`src/rtl/cct_pkg.sv`:
```
package cct_pkg;

    // Register addresses whose position other logic decodes
    typedef enum logic [3:0] {
        A_CTRL  = 4'h0,
        A_MODE  = 4'h1,
        A_ACT   = 4'h2,
        A_FLAG  = 4'h3,
        A_COUNT = 4'h4,
        A_PORT  = 4'h5,
        A_DIR   = 4'h6
    } reg_addr_e;

    // Address bit that selects the channel value window (0x8..0xF)
    localparam int CH_WIN_BIT = 3;

endpackage

```
`src/rtl/cct_prescaler.sv`:
```
module cct_prescaler #(
    parameter int PSW = 3
) (
    input  logic           clk,
    input  logic           rst_n,
    input  logic           en,
    input  logic [PSW-1:0] sel,
    output logic           tick
);
    localparam int DIVW = (1 << PSW) - 1;

    logic [DIVW-1:0] pre_d, pre_q;
    logic [DIVW-1:0] mask;

    always_comb begin
        mask  = ~({DIVW{1'b1}} << sel);
        tick  = en && ((pre_q & mask) == mask);
        pre_d = en ? pre_q + DIVW'(1) : '0;
    end

    always_ff @(posedge clk or negedge rst_n) begin
        if (!rst_n) pre_q <= '0;
        else        pre_q <= pre_d;
    end
endmodule

```
`src/rtl/cct_channel.sv`:
```
module cct_channel #(
    parameter int CW = 16
) (
    input  logic          clk,
    input  logic          rst_n,
    input  logic          pin_in,
    input  logic          is_cmp,
    input  logic          act,
    input  logic          tick,
    input  logic [CW-1:0] count_q,
    input  logic [CW-1:0] count_nx,
    input  logic          wr,
    input  logic [CW-1:0] wdata,
    output logic [CW-1:0] value,
    output logic          evt,
    output logic          cmp_out
);
    typedef struct packed {
        logic          s1;
        logic          s2;
        logic          prev;
        logic          cout;
        logic [CW-1:0] value;
    } ch_t;

    ch_t  c_d, c_q;
    logic rise, cap, hit;

    always_comb begin
        c_d     = c_q;
        c_d.s1  = pin_in;
        c_d.s2  = c_q.s1;
        c_d.prev = c_q.s2;
        rise    = c_q.s2 & ~c_q.prev;
        cap     = ~is_cmp & rise;
        hit     = is_cmp & tick & (count_nx == c_q.value);
        if (cap)     c_d.value = count_q;
        else if (wr) c_d.value = wdata;
        if (hit && act) c_d.cout = ~c_q.cout;
        evt     = cap | hit;
    end

    always_ff @(posedge clk or negedge rst_n) begin
        if (!rst_n) c_q <= '0;
        else        c_q <= c_d;
    end

    assign value   = c_q.value;
    assign cmp_out = c_q.cout;
endmodule

```
`src/rtl/cct_timer.sv`:
```
module cct_timer #(
    parameter int NCH = 8,
    parameter int CW  = 16,
    parameter int PSW = 3
) (
    input  logic           clk,
    input  logic           rst_n,
    input  logic           bus_wr,
    input  logic [3:0]     bus_addr,
    input  logic [CW-1:0]  bus_wdata,
    output logic [CW-1:0]  bus_rdata,
    input  logic [NCH-1:0] pin_in,
    output logic [NCH-1:0] pin_out,
    output logic [NCH-1:0] pin_oe,
    output logic [NCH-1:0] evt_flags
);
    import cct_pkg::*;

    localparam int CSW = $clog2(NCH);

    typedef struct packed {
        logic           en;
        logic [PSW-1:0] sel;
        logic [NCH-1:0] mode;
        logic [NCH-1:0] act;
        logic [NCH-1:0] flags;
        logic [NCH-1:0] port;
        logic [NCH-1:0] dir;
        logic [CW-1:0]  count;
    } st_t;

    st_t            s_d, s_q;
    logic           tick;
    logic [CW-1:0]  count_nx;
    logic [NCH-1:0] ch_evt, ch_cout, own, clr;
    logic [CW-1:0]  ch_val [NCH];

    cct_prescaler #(.PSW(PSW)) u_pre (
        .clk  (clk),
        .rst_n(rst_n),
        .en   (s_q.en),
        .sel  (s_q.sel),
        .tick (tick)
    );

    assign count_nx = s_q.count + CW'(tick);

    for (genvar i = 0; i < NCH; i++) begin : g_ch
        cct_channel #(.CW(CW)) u_ch (
            .clk     (clk),
            .rst_n   (rst_n),
            .pin_in  (pin_in[i]),
            .is_cmp  (s_q.mode[i]),
            .act     (s_q.act[i]),
            .tick    (tick),
            .count_q (s_q.count),
            .count_nx(count_nx),
            .wr      (bus_wr && bus_addr[CH_WIN_BIT] &&
                      (bus_addr[CSW-1:0] == CSW'(i))),
            .wdata   (bus_wdata),
            .value   (ch_val[i]),
            .evt     (ch_evt[i]),
            .cmp_out (ch_cout[i])
        );
    end

    always_comb begin
        s_d       = s_q;
        s_d.count = count_nx;
        clr       = '0;
        if (bus_wr) begin
            case (bus_addr)
                A_CTRL: begin
                    s_d.en  = bus_wdata[0];
                    s_d.sel = bus_wdata[PSW:1];
                end
                A_MODE:  s_d.mode = bus_wdata[NCH-1:0];
                A_ACT:   s_d.act  = bus_wdata[NCH-1:0];
                A_FLAG:  clr      = bus_wdata[NCH-1:0];
                A_PORT:  s_d.port = bus_wdata[NCH-1:0];
                A_DIR:   s_d.dir  = bus_wdata[NCH-1:0];
                default: ;
            endcase
        end
        s_d.flags = (s_q.flags & ~clr) | ch_evt;
    end

    always_ff @(posedge clk or negedge rst_n) begin
        if (!rst_n) s_q <= '0;
        else        s_q <= s_d;
    end

    // Pin ownership: timer drives when compare mode and output action are set
    always_comb begin
        own     = s_q.mode & s_q.act;
        pin_oe  = own | s_q.dir;
        pin_out = (own & ch_cout) | (~own & s_q.port);
    end

    always_comb begin
        bus_rdata = '0;
        case (bus_addr)
            A_CTRL:  bus_rdata = CW'({s_q.sel, s_q.en});
            A_MODE:  bus_rdata = CW'(s_q.mode);
            A_ACT:   bus_rdata = CW'(s_q.act);
            A_FLAG:  bus_rdata = CW'(s_q.flags);
            A_COUNT: bus_rdata = s_q.count;
            A_PORT:  bus_rdata = CW'(s_q.port);
            A_DIR:   bus_rdata = CW'(s_q.dir);
            default: if (bus_addr[CH_WIN_BIT]) bus_rdata = ch_val[bus_addr[CSW-1:0]];
        endcase
    end

    assign evt_flags = s_q.flags;
endmodule

```
`config.mk`:
```
export PLATFORM = sky130hd
export DESIGN_NAME = cct_timer
export DESIGN_NICKNAME = d
export VERILOG_FILES = /design/src/rtl/cct_pkg.sv /design/src/rtl/cct_prescaler.sv /design/src/rtl/cct_channel.sv /design/src/rtl/cct_timer.sv
export SDC_FILE = /design/constraint.sdc
export NUM_CORES = 1
export LEC_CHECK = 0
export ABC_CLOCK_PERIOD_IN_PS = 5300
export CORE_MARGIN = 2
export CORE_UTILIZATION = 62
export DETAILED_ROUTE_END_ITERATION = 6
export GPL_TIMING_DRIVEN = 0
export MAX_ROUTING_LAYER = met4
export PLACE_DENSITY = 0.82
export SETUP_SLACK_MARGIN = 0.02
export SLEW_MARGIN = 40
export SYNTH_ARGS = -nofsm -noshare
export SYNTH_HDL_FRONTEND = slang
export SYNTH_SLANG_ARGS = --single-unit
```
`constraint.sdc`:
```
create_clock -name clk -period 5.3 [get_ports clk]
set_input_delay 0.795 -clock clk [delete_from_list [all_inputs] [get_ports clk]]
set_output_delay 0.795 -clock clk [all_outputs]
set_load 0.05 [all_outputs]
```
==> load_flow_metrics.sql <==
INSERT INTO impl_metrics (metric_group, metric, value, unit) VALUES
('timing', 'layout_worst_path_cycle_share', '98.94', '%'),
('synthesis', 'ys_async_sr_fraction', '100.0', '%'),
('critical_path', 'setup.reg_to_reg.worst_slack', '0.07', 'ns'),
('placed_design', 'pre_cts_ws', '0.06760', 'ns'),
('timing', 'slew_headroom', '35.29', '%'),
('cts', 'cts_max_path_buffers', '3', ''),
('critical_path', 'worst_r2r_startpoint', 's_q[58]$_DFFE_PN0P_', ''),
('cells_and_area', 'multiInputGateArea', '0.008282', 'mm2'),
('placed_design', 'detailedPlacementHpwl', '42330', 'um'),
('global_routing', 'grtUsageTotal', '50.89', '%'),
('timing', 'timing_max_transition_violations_final', '0', ''),
('detailed_routing', 'viasPerCell', '7.047', ''),
('timing', 'worst-slew-pin-transition', '0.9706', 'ns'),
('timing', 'grt_setup_unrepaired', 'false', ''),
('synthesis', 'avgSynthCellArea', '10.00', 'um2'),
('cts', 'cts.root.buffer_cell', 'sky130_fd_sc_hd__clkbuf_16', ''),
('global_routing', 'grt_antenna_before_repair', '2', ''),
('synthesis', 'postSynthRegisterBits', '227', ''),
('cts', 'cts-htree-levels', '1', ''),
('floorplanning', 'die_x', '157.3', 'um'),
('timing', 'fmaxAchievable', '190.7', 'MHz'),
('synthesis', 'main_area_contributors_after_synthesis', 'sky130_fd_sc_hd__dfrtp_1, sky130_fd_sc_hd__mux2i_1, sky130_fd_sc_hd__mux4_2, sky130_fd_sc_hd__xnor2_1, sky130_fd_sc_hd__a21oi_1', ''),
('floorplanning', 'initial_core_utilization', '62.61', '%'),
('cells_and_area', 'final_layout_size_suffix_gt1_share', '15.05', '%'),
('critical_path', 'required', '4.51', 'ns'),
('synthesis', 'synth_largest_type_area_fraction', '39.00', '%'),
('floorplanning', 'num_rows', '56', ''),
('floorplanning', 'total_die_area', '0.02473', 'mm2'),
('critical_path', 'crit_path_end_kind', 'output port', ''),
('global_routing', 'grt_pass1_vias', '13040', ''),
('power_and_ir_drop', 'irDropWorstVdd', '0.3752', 'mV'),
('detailed_routing', 'drt-pass1-iter-count', '5', ''),
('synthesis', 'syn_nets', '1490', ''),
('floorplanning', 'pin_count', '71', ''),
('cts', 'cts.reportedPaths.clkPinSlew', '0.06', 'ns'),
('timing', 'setup_ws', '0.05632', 'ns'),
('synthesis', 'synth.yosys.seq_area_share', '39.00', '%'),
('synthesis', 'synth.lib_cells_used.distinct', '87', ''),
('global_routing', 'grt_overflow_total', '0', ''),
('critical_path', 'worstSetupPathType', 'input pin to output port', ''),
('timing', 'finalHoldViolCount', '0', ''),
('critical_path', 'worst-path-max-fanout', '10', ''),
('power_and_ir_drop', 'p_per_area', '409.1', 'mW/mm2'),
('cells_and_area', 'filler_cell_count_in_the_final_layout', '1735', ''),
('timing', 'setup_violations_final', '0', ''),
('cells_and_area', 'syn_to_final_growth', '14.87', '%'),
('run', 'timing.max_cap.violations', '0', ''),
('placed_design', 'io_buffers', '59', ''),
('cells_and_area', 'nNetsFinal', '1582', ''),
('detailed_routing', 'drt.antenna.violating_nets', '0', ''),
('cts', 'cts_made_buffers', '26', ''),
('placed_design', 'routabilityCongestion', '1.088', ''),
('timing', 'worst_clock_skew', '0.02491', 'ns'),
('detailed_routing', 'route.vias.total', '13330', ''),
('critical_path', 'r2r_end', 'g_ch[5].u_ch.cmp_out$_DFFE_PN0P_', ''),
('cts', 'clock-sinks', '227', ''),
('cts', 'clock_tree_from_tritoncts', 'built', ''),
('synthesis', 'syn_inst', '1456', ''),
('cells_and_area', 'register_area', '0.005680', 'mm2'),
('critical_path', 'start_kind', 'input pin', ''),
('synthesis', 'synth.cell_area', '0.01456', 'mm2'),
('timing', 'finalCriticalPeriod', '5.244', 'ns'),
('power_and_ir_drop', 'cellLeakagePower', '0.006707', 'uW'),
('synthesis', 'synth-edff-count', '0', ''),
('cts', 'insertion_delay', '0.57', 'ns'),
('detailed_routing', 'drt_drc_violations_left', '0', ''),
('floorplanning', 'design.core.area', '0.02326', 'mm2'),
('synthesis', 'synth_top_cell_by_area', 'sky130_fd_sc_hd__dfrtp_1', ''),
('power_and_ir_drop', 'overall_power_consumption', '6845', 'uW'),
('status', 'outcome', 'finished, final reports clean', ''),
('floorplanning', 'die-height', '157.3', 'um'),
('critical_path', 'cp_data_arrival_time', '4.45', 'ns'),
('synthesis', 'ys.flop_type', 'sky130_fd_sc_hd__dfrtp_1', ''),
('global_routing', 'global_route_wire_length_before_repair', '86690', 'um'),
('critical_path', 'worst_r2r_path_depth', '13', ''),
('synthesis', 'yosysWarnings', '0', ''),
('cts', 'cts_setup_buffers', '0', ''),
('min_path', 'holdCritPathClass', 'input pin to async pin', ''),
('detailed_routing', 'wl_per_instance', '31.49', 'um'),
('detailed_routing', 'wl', '59550', 'um'),
('detailed_routing', 'drt-initial-drc-count', '1956', ''),
('global_routing', 'grt_start_max_net_pins', '72', '');
flip-flops by register name, indices dropped and copies added (netlist names):
name / count
g_ch.u_ch.value: 128
s_q: 52
g_ch.u_ch.c_d: 16
evt_flags: 8
g_ch.u_ch.c_q: 8
g_ch.u_ch.cmp_out: 8
u_pre.pre_q: 7
cell families after synthesis:
group	count (synthesis)	synth area share, %
simple gates	419	14.99
xor+xnor	142	10.01
compound gates	285	12.15
flops	227	39.00
mux	222	18.93
buf+inv	158	4.656
fa+ha+maj	3	0.2578
metrics by stage:
stage	instance area (um2)	utilization [%]	hold WS, ns	setup TNS, ns	instances
finish	16730	71.92	0.1512	0	1891
global route	16720	71.90	0.1861	0	1889
CTS	16680	71.72	0.1676	0	1888
detailed placement	15730	67.62	0.3371	0	1840
global placement	15550	66.86	0.3321	-1400.43	1834
floorplan	14560	-	0.3312	0	1456
cell type report:
cell class,count,area share [%]
Tap cell,319,2.386
Inverter,28,0.6282
Timing Repair Buffer,65,4.158
Clock buffer,33,4.285
Clock inverter,15,1.428
Antenna cell,4,0.05983
Sequential cell,227,33.95
Multi-Input combinational cell,1071,49.50
Buffer,129,3.597
worst max path at each step:
stage,cells after the start,end,from
final,7,bus_rdata[0],bus_addr[2]
after global routing,14,g_ch[1].u_ch.cmp_out$_DFFE_PN0P_,u_pre.pre_q[0]$_DFF_PN0_
after CTS,14,g_ch[1].u_ch.cmp_out$_DFFE_PN0P_,s_q[58]$_DFFE_PN0P_
after detailed placement,14,g_ch[1].u_ch.cmp_out$_DFFE_PN0P_,s_q[58]$_DFFE_PN0P_
after global placement,1,u_pre.pre_q[2]$_DFF_PN0_,rst_n
after floorplan,5,bus_rdata[7],bus_addr[0]
metal layers:
layer  global-route usage (%)  up-vias  routed length (um)
met5                        -        -                   0
met4                    28.83        0                4383
met3                    18.64      304                8972
met2                    69.74     1185               24980
met1                    65.10     6445               21210
li1                         -     5391                   -
worst max-delay path: stages:
cell	delay, ns
sky130_fd_sc_hd__clkdlybuf4s50_1	0.54
sky130_fd_sc_hd__buf_1	0.52
sky130_fd_sc_hd__buf_2	0.53
sky130_fd_sc_hd__clkbuf_1	0.70
sky130_fd_sc_hd__a311oi_1	0.19
sky130_fd_sc_hd__a31oi_1	0.29
sky130_fd_sc_hd__clkdlybuf4s50_1	0.86
cells in the mapped netlist, types with 5 or more instances:
cell type,instances
sky130_fd_sc_hd__o21bai_1,6
sky130_fd_sc_hd__a22o_1,11
sky130_fd_sc_hd__mux2i_1,136
sky130_fd_sc_hd__inv_1,23
sky130_fd_sc_hd__nand3b_1,5
sky130_fd_sc_hd__mux4_2,38
sky130_fd_sc_hd__a31oi_1,5
sky130_fd_sc_hd__buf_2,14
sky130_fd_sc_hd__and3_1,6
sky130_fd_sc_hd__xnor2_1,87
sky130_fd_sc_hd__a211oi_1,5
sky130_fd_sc_hd__o2111ai_1,5
sky130_fd_sc_hd__o21ai_1,5
sky130_fd_sc_hd__nor2b_1,11
sky130_fd_sc_hd__nor3b_1,9
sky130_fd_sc_hd__a21oi_1,126
sky130_fd_sc_hd__nor4_1,15
sky130_fd_sc_hd__o221ai_1,6
sky130_fd_sc_hd__a211o_1,6
sky130_fd_sc_hd__buf_1,31
sky130_fd_sc_hd__nor2_1,118
sky130_fd_sc_hd__dfrtp_1,227
sky130_fd_sc_hd__nand2_1,125
sky130_fd_sc_hd__and2_1,7
sky130_fd_sc_hd__nand3_1,29
sky130_fd_sc_hd__clkbuf_1,70
sky130_fd_sc_hd__o21ai_0,55
sky130_fd_sc_hd__mux2_2,48
sky130_fd_sc_hd__xnor2_2,5
sky130_fd_sc_hd__nand4_1,17
sky130_fd_sc_hd__xnor3_1,9
sky130_fd_sc_hd__nand2b_1,21
sky130_fd_sc_hd__buf_4,12
sky130_fd_sc_hd__nor3_1,18
sky130_fd_sc_hd__xor2_1,38
sky130_fd_sc_hd__o22ai_1,5
what timing repair did:
| item | 4_1_cts | 5_1_grt |
|---|---|---|
| hold buffers | 0 | 0 |
| endpoints found under the setup margin | 0 | 7 |
| hold endpoints to repair | 0 | 0 |
| resized for setup | 0 | 2 |
placed cells by master (no fill, tap or decap), types with 7 or more instances in the layout:
| cell type | instances |
|---|---|
| sky130_fd_sc_hd__mux4_2 | 38 |
| sky130_fd_sc_hd__xor2_1 | 38 |
| sky130_fd_sc_hd__clkbuf_16 | 26 |
| sky130_fd_sc_hd__nand2_1 | 125 |
| sky130_fd_sc_hd__a21oi_1 | 126 |
| sky130_fd_sc_hd__nor3b_1 | 9 |
| sky130_fd_sc_hd__nand2b_1 | 21 |
| sky130_fd_sc_hd__nor4_1 | 10 |
| sky130_fd_sc_hd__clkbuf_1 | 59 |
| sky130_fd_sc_hd__clkbuf_2 | 16 |
| sky130_fd_sc_hd__nor2b_1 | 11 |
| sky130_fd_sc_hd__o21ai_0 | 55 |
| sky130_fd_sc_hd__nand3_1 | 29 |
| sky130_fd_sc_hd__a22o_1 | 11 |
| sky130_fd_sc_hd__buf_2 | 26 |
| sky130_fd_sc_hd__mux2i_1 | 136 |
| sky130_fd_sc_hd__buf_4 | 13 |
| sky130_fd_sc_hd__nand4_1 | 17 |
| sky130_fd_sc_hd__xnor2_1 | 86 |
| sky130_fd_sc_hd__nor4_2 | 8 |
| sky130_fd_sc_hd__xnor3_1 | 9 |
| sky130_fd_sc_hd__and2_1 | 7 |
| sky130_fd_sc_hd__nor3_1 | 15 |
| sky130_fd_sc_hd__clkdlybuf4s50_1 | 58 |
| sky130_fd_sc_hd__nor2_1 | 117 |
| sky130_fd_sc_hd__dfrtp_1 | 227 |
| sky130_fd_sc_hd__buf_1 | 18 |
| sky130_fd_sc_hd__mux2_2 | 48 |
| sky130_fd_sc_hd__inv_1 | 23 |
power by group:
group	internal (uW)	total [uW]	switching (uW)
clock network	1210	2020	807
registers	2060	2550	488
logic	913	2280	1360
Note: power is estimated with default switching activity, not from simulation.
